--- src/rtl/ipi_pkg.sv ---
package ipi_pkg;
  localparam int DATA_W = 32;
  localparam int VEC_W  = 8;
  localparam int MODE_W = 3;
  localparam int ID_W   = 8;
  localparam int SH_W   = 2;

  localparam int VEC_LSB   = 0;
  localparam int MODE_LSB  = 8;
  localparam int PEND_BIT  = 12;
  localparam int LEVEL_BIT = 14;
  localparam int SH_LSB    = 18;
  localparam int ID_LSB    = 24;

  localparam logic [ID_W-1:0] BCAST_ID = '1;

  typedef enum logic [1:0] {
    DK_ID     = 2'd0,
    DK_SELF   = 2'd1,
    DK_ALL    = 2'd2,
    DK_OTHERS = 2'd3
  } destKind_e;

  typedef struct packed {
    logic loadDest;
    logic loadCmd;
    logic rdLow;
    logic rdHigh;
    logic rdAny;
  } ctrlStrb_t;
endpackage

--- src/rtl/ipi_ctrl.sv ---
module ipi_ctrl
  import ipi_pkg::*;
#(
  parameter int ADDR_W = 12,
  parameter logic [ADDR_W-1:0] LOW_OFS  = 12'h300,
  parameter logic [ADDR_W-1:0] HIGH_OFS = 12'h310
) (
  input  logic              clk,
  input  logic              rstN,
  input  logic              regWrEn,
  input  logic              regRdEn,
  input  logic [ADDR_W-1:0] regAddr,
  input  logic              msgReady,
  output ctrlStrb_t         strb,
  output logic              pending,
  output logic              sendErr
);
  logic hitLow, hitHigh, lowWrite, accept;

  assign hitLow   = (regAddr == LOW_OFS);
  assign hitHigh  = (regAddr == HIGH_OFS);
  assign lowWrite = regWrEn && hitLow;
  assign accept   = pending && msgReady;

  always_comb begin
    strb          = '0;
    strb.loadDest = regWrEn && hitHigh;
    strb.loadCmd  = lowWrite && !pending;
    strb.rdLow    = regRdEn && hitLow;
    strb.rdHigh   = regRdEn && hitHigh;
    strb.rdAny    = regRdEn;
  end

  always_ff @(posedge clk) begin
    if (!rstN) begin
      pending <= 1'b0;
      sendErr <= 1'b0;
    end else begin
      if (strb.loadCmd)  pending <= 1'b1;
      else if (accept)   pending <= 1'b0;
      if (lowWrite && pending) sendErr <= 1'b1;
    end
  end
endmodule

--- src/rtl/ipi_datapath.sv ---
module ipi_datapath
  import ipi_pkg::*;
(
  input  logic              clk,
  input  logic              rstN,
  input  ctrlStrb_t         strb,
  input  logic              pending,
  input  logic [DATA_W-1:0] regWrData,
  input  logic [ID_W-1:0]   localId,
  output logic [DATA_W-1:0] regRdData,
  output logic [VEC_W-1:0]  msgVector,
  output logic [MODE_W-1:0] msgMode,
  output logic              msgLevel,
  output logic [1:0]        msgDestKind,
  output logic [ID_W-1:0]   msgDestId
);
  logic [ID_W-1:0]   destReg;
  logic [VEC_W-1:0]  vecReg;
  logic [MODE_W-1:0] modeReg;
  logic              levelReg;
  logic [SH_W-1:0]   shReg;

  logic [VEC_W-1:0]  wVec;
  logic [MODE_W-1:0] wMode;
  logic              wLevel;
  logic [SH_W-1:0]   wSh;
  destKind_e         resKind;
  logic [ID_W-1:0]   resId;
  logic [DATA_W-1:0] lowImage, highImage;
  logic              unusedBits;

  assign wVec   = regWrData[VEC_LSB +: VEC_W];
  assign wMode  = regWrData[MODE_LSB +: MODE_W];
  assign wLevel = regWrData[LEVEL_BIT];
  assign wSh    = regWrData[SH_LSB +: SH_W];
  assign unusedBits = ^{regWrData[23:20], regWrData[17:15], regWrData[13:11]};

  // Destination resolution from shorthand, stored ID and local ID
  always_comb begin
    unique case (wSh)
      2'd1: begin resKind = DK_SELF;   resId = localId;  end
      2'd2: begin resKind = DK_ALL;    resId = BCAST_ID; end
      2'd3: begin resKind = DK_OTHERS; resId = localId;  end
      default: begin
        if (destReg == BCAST_ID) begin
          resKind = DK_ALL;
          resId   = BCAST_ID;
        end else begin
          resKind = DK_ID;
          resId   = destReg;
        end
      end
    endcase
  end

  always_ff @(posedge clk) begin
    if (!rstN) begin
      destReg     <= '0;
      vecReg      <= '0;
      modeReg     <= '0;
      levelReg    <= 1'b0;
      shReg       <= '0;
      msgVector   <= '0;
      msgMode     <= '0;
      msgLevel    <= 1'b0;
      msgDestKind <= DK_ID;
      msgDestId   <= '0;
    end else begin
      if (strb.loadDest) destReg <= regWrData[ID_LSB +: ID_W];
      if (strb.loadCmd) begin
        vecReg      <= wVec;
        modeReg     <= wMode;
        levelReg    <= wLevel;
        shReg       <= wSh;
        msgVector   <= wVec;
        msgMode     <= wMode;
        msgLevel    <= wLevel;
        msgDestKind <= resKind;
        msgDestId   <= resId;
      end
    end
  end

  always_comb begin
    lowImage = '0;
    lowImage[VEC_LSB +: VEC_W]   = vecReg;
    lowImage[MODE_LSB +: MODE_W] = modeReg;
    lowImage[PEND_BIT]           = pending;
    lowImage[LEVEL_BIT]          = levelReg;
    lowImage[SH_LSB +: SH_W]     = shReg;
    highImage = '0;
    highImage[ID_LSB +: ID_W]    = destReg;
  end

  always_ff @(posedge clk) begin
    if (!rstN) begin
      regRdData <= '0;
    end else if (strb.rdAny) begin
      if (strb.rdLow)       regRdData <= lowImage;
      else if (strb.rdHigh) regRdData <= highImage;
      else                  regRdData <= '0;
    end
  end
endmodule

--- src/rtl/ipi_cmd_reg.sv ---
module ipi_cmd_reg
  import ipi_pkg::*;
#(
  parameter int ADDR_W = 12,
  parameter logic [ADDR_W-1:0] LOW_OFS  = 12'h300,
  parameter logic [ADDR_W-1:0] HIGH_OFS = 12'h310
) (
  input  logic              clk,
  input  logic              rstN,
  input  logic              regWrEn,
  input  logic              regRdEn,
  input  logic [ADDR_W-1:0] regAddr,
  input  logic [31:0]       regWrData,
  output logic [31:0]       regRdData,
  input  logic [7:0]        localId,
  output logic              msgValid,
  input  logic              msgReady,
  output logic [7:0]        msgVector,
  output logic [2:0]        msgMode,
  output logic              msgLevel,
  output logic [1:0]        msgDestKind,
  output logic [7:0]        msgDestId,
  output logic              sendErr
);
  ctrlStrb_t strb;
  logic      pending;

  ipi_ctrl #(.ADDR_W(ADDR_W), .LOW_OFS(LOW_OFS), .HIGH_OFS(HIGH_OFS)) uCtrl (
    .clk(clk), .rstN(rstN), .regWrEn(regWrEn), .regRdEn(regRdEn),
    .regAddr(regAddr), .msgReady(msgReady), .strb(strb),
    .pending(pending), .sendErr(sendErr)
  );

  ipi_datapath uDp (
    .clk(clk), .rstN(rstN), .strb(strb), .pending(pending),
    .regWrData(regWrData), .localId(localId), .regRdData(regRdData),
    .msgVector(msgVector), .msgMode(msgMode), .msgLevel(msgLevel),
    .msgDestKind(msgDestKind), .msgDestId(msgDestId)
  );

  assign msgValid = pending;
endmodule

--- config.mk ---
export PLATFORM = sky130hd
export DESIGN_NAME = ipi_cmd_reg
export DESIGN_NICKNAME = d
export VERILOG_FILES = /design/src/rtl/ipi_pkg.sv /design/src/rtl/ipi_ctrl.sv /design/src/rtl/ipi_datapath.sv /design/src/rtl/ipi_cmd_reg.sv
export SDC_FILE = /design/constraint.sdc
export NUM_CORES = 1
export LEC_CHECK = 0
export BUFFER_PORTS_ARGS = -buffer_cell sky130_fd_sc_hd__buf_2
export CORE_ASPECT_RATIO = 2
export CORE_UTILIZATION = 40
export DETAILED_ROUTE_END_ITERATION = 8
export GPL_ROUTABILITY_DRIVEN = 0
export GPL_TIMING_DRIVEN = 0
export PLACE_DENSITY = 0.74
export SYNTH_ARGS = -nofsm -noshare
export SYNTH_HDL_FRONTEND = slang
export SYNTH_SLANG_ARGS = --single-unit
--- constraint.sdc ---
create_clock -name clk -period 1.8 [get_ports clk]
set_input_delay 0.18 -clock clk [delete_from_list [all_inputs] [get_ports clk]]
set_output_delay 0.18 -clock clk [all_outputs]
set_load 0.01 [all_outputs]
==> out/metrics.csv <==
metric;value;unit
XOR/XNOR Fraction of Synth Area;0;%
total die area;5890;um2
Netlist cell types;28;
RSZ-0062 raised after global routing;false;
vias in the first global route;1932;
Max Clk Rate;623;MHz
FF-to-FF setup slack;190;ps
Worst Hold End;uDp.levelReg$_SDFFE_PN0P_;
CTS Root Cell;clkbuf_8;
clk_lat worst skew;330;ps
Pwr Total;2.33;mW
final hold vios;0;
Pwr Density;788;nW/um2
CTS clk-pin slew, worst paths;60;ps
max-slew violation count;0;
# hold bufs at CTS;0;
Synth Area in Compound Gates;20.6;%
slowest cell delay on critical path;360;ps
Worst Hold Depth;3;
Async SR Flop Fraction;0;%
row count;38;
Area growth syn-to-layout;32.9;%
H-tree lvl count;3;
# diodes;0;
ANT nets after route;0;
r2r endpoint;uDp.msgDestId[7]$_SDFFE_PN0P_;
DIE HEIGHT;108;um
proportion of layout cells with a drive suffix above 1;35.8;%
largest family of logic cells by synthesized area;compound AO/OA/AOI/OAI gates;
most frequent cell after synthesis;dfxtp_1;
Main synth FF type;dfxtp_1;
Avg Cell Area, Syn;9.95;um2
sequential-to-total area share from yosys stat;51.2;%
HP Class;in2reg;
synth cell count leaders;dfxtp_1 (57), nand2_1 (38), a21boi_1 (24);
measured slew at the worst slew-check pin;575;ps
final cycle utilization of the critical path;89.2;%
minimum clock period;1610;ps
Synth Cell Area;2230;um2
final setup vio count;0;
first-pass GRT wire length;8.62;mm
post-synthesis adder-cell area fraction;0;%
Post-Synth Simple-Gate Area;18.3;%
Die W;54.8;um
HP Start;regWrData[14];
All-Layer GR Usage;20.9;%
Crit Path Class;reg2reg;
Post-synth EDFFs;0;
crit path cell chain;nor3b_1 > and4_2 > clkbuf_4 > o311ai_0 > a21boi_1;
cells after synthesis;224;
Clock Skew;5.90;ps
1st-iter DRT viols;31;
cell accounting for the most synthesized area;dfxtp_1;
clk sinks;57;
share of the synthesized area in the top cell type;51.2;%
maxcap violations;0;
slowest CP cell;dfxtp_1;
Congestion Overflow GR;0;
Leakage;1.39;nW
Placeable Area;5370;um2
r2r startpoint;uCtrl.pending$_SDFFE_PN0P_;
PortBufs;92;
vias per std cell;5.12;
outcome;finished, final reports clean;
clock buffer depth;2;
DRT Wirelength;5.54;mm
Initial Util;41.5;%
critical path's top delay family;simple AND/OR/NAND/NOR gates;
routed vias;2038;
antenna violations before repair;0;
drt pass-1 iters;6;
Slew HR;61.6;%
register bit count reported by yosys;57;
Max IR drop VDD;0.000565;V
Layout Nets;393;
Critical Path RT;2060;ps
# IOs;113;
mux contribution to synthesized area;3.59;%
largest net degree at the start of global routing;11;
top post-synthesis cells by area;dfxtp_1 (51%), a22o_1 (9.0%), a21boi_1 (8.1%);
Critical Path Source;uCtrl.pending$_SDFFE_PN0P_;
YS warnings;0;
Worst EP arrival;1870;ps
DR DRC count;0;
R2R depth;5;
Critical Path Sink Type;flop;
Bufs and invs on worst path;1;
CTS tree;yes;
crit path max fanout;10;
Num CTS Buffers;9;
WL per Instance;13.9;um
Startpoint Class;flop;
Final Util;55.1;%
Final HPWL DP;4.40;mm
[state kept, by name, summed over array words and instances, names as in the netlist]
| register | flops |
|---|---|
| uCtrl.pending | 1 |
| uCtrl.sendErr | 1 |
| uDp.destReg | 8 |
| uDp.levelReg | 1 |
| uDp.msgDestId | 8 |
| uDp.msgDestKind | 2 |
| uDp.msgMode | 3 |
| uDp.msgVector | 8 |
| uDp.regRdData | 23 |
| uDp.shReg | 2 |
[how the worst max path moves through the flow]
stage / endpoint / slack (ps) / cells after the start
floorplan: uDp.destReg[0]$_SDFFE_PN0P_ / 100 / 5
global placement: uDp.msgDestId[7]$_SDFFE_PN0P_ / -190 / 7
detailed placement: uDp.msgDestId[7]$_SDFFE_PN0P_ / -250 / 7
CTS: uDp.msgDestId[7]$_SDFFE_PN0P_ / 10 / 6
global route: uDp.msgDestId[4]$_SDFFE_PN0P_ / 40 / 5
finish: uDp.msgDestId[7]$_SDFFE_PN0P_ / 190 / 5
[per-stage QoR]
stage	hold slack, ps	area, um2	instances	setup slack, ps	setup TNS, ps
2_1_floorplan	319	2260	232	103	0
3_3_place_gp	424	2790	384	-187	-3210
3_5_place_dp	431	2790	384	-247	-4570
4_1_cts	70.4	2950	397	11.7	0
5_1_grt	92.6	2960	398	42.2	0
6_report	92.5	2960	398	194	0
[tightest hold or removal path: cells and delay by family]
kind	cells	cell delay, ps
AND/OR/NAND/NOR	1	40
AO/OA/AOI/OAI	1	50
buffers and inverters	1	90
[per-layer routing]
layer	wire length, um	global-route usage (%)	up-vias
met2	3130	37.0	69
met3	277	6.21	19
li1	-	-	1003
met4	238	14.1	0
met1	1890	18.6	947
met5	0	0	-
[power breakdown]
part | internal [mW] | switching [mW] | total, mW | leakage (nW)
combinational | 0.0708 | 0.0639 | 0.135 | 0.856
clock | 0.511 | 0.426 | 0.937 | 0.0782
sequential | 1.26 | 0.0000563 | 1.26 | 0.459
total | 1.84 | 0.490 | 2.33 | 1.39
[kinds of logic (layout without fill, tap and decap cells)]
| logic type | after synthesis | in the layout |
|---|---|---|
| other cells | 1 | 9 |
| flops | 57 | 57 |
| compound gates | 56 | 56 |
| buf+inv | 25 | 131 |
| mux | 8 | 8 |
| simple gates | 77 | 77 |
[cell usage in the layout, fill, tap and decap left out, drive strengths merged, types with 3 or more instances in the layout]
cell	n
o311ai	8
nand2b	9
a21boi	24
a22o	23
conb	9
dfxtp	57
mux2i	8
clkbuf	24
nor3	3
buf	106
nor2b	10
nand2	38
[cell type report]
type,count,area (um2)
timing repair buffer,94,475
buffer,24,139
tap,60,75.1
fill,528,2410
clock buffer,12,145
clock inverter,1,5.00
sequential,57,1140
multi-input combinational,150,981
[timing repair]
item / 4_1_cts / 5_1_grt
endpoints found under the setup margin: 21 / 18
cloned: 0 / 0
pin swaps: 0 / 1
gates resized for setup: 3 / 1
setup buffers: 0 / 2
Power figures use the tool's default switching activity.
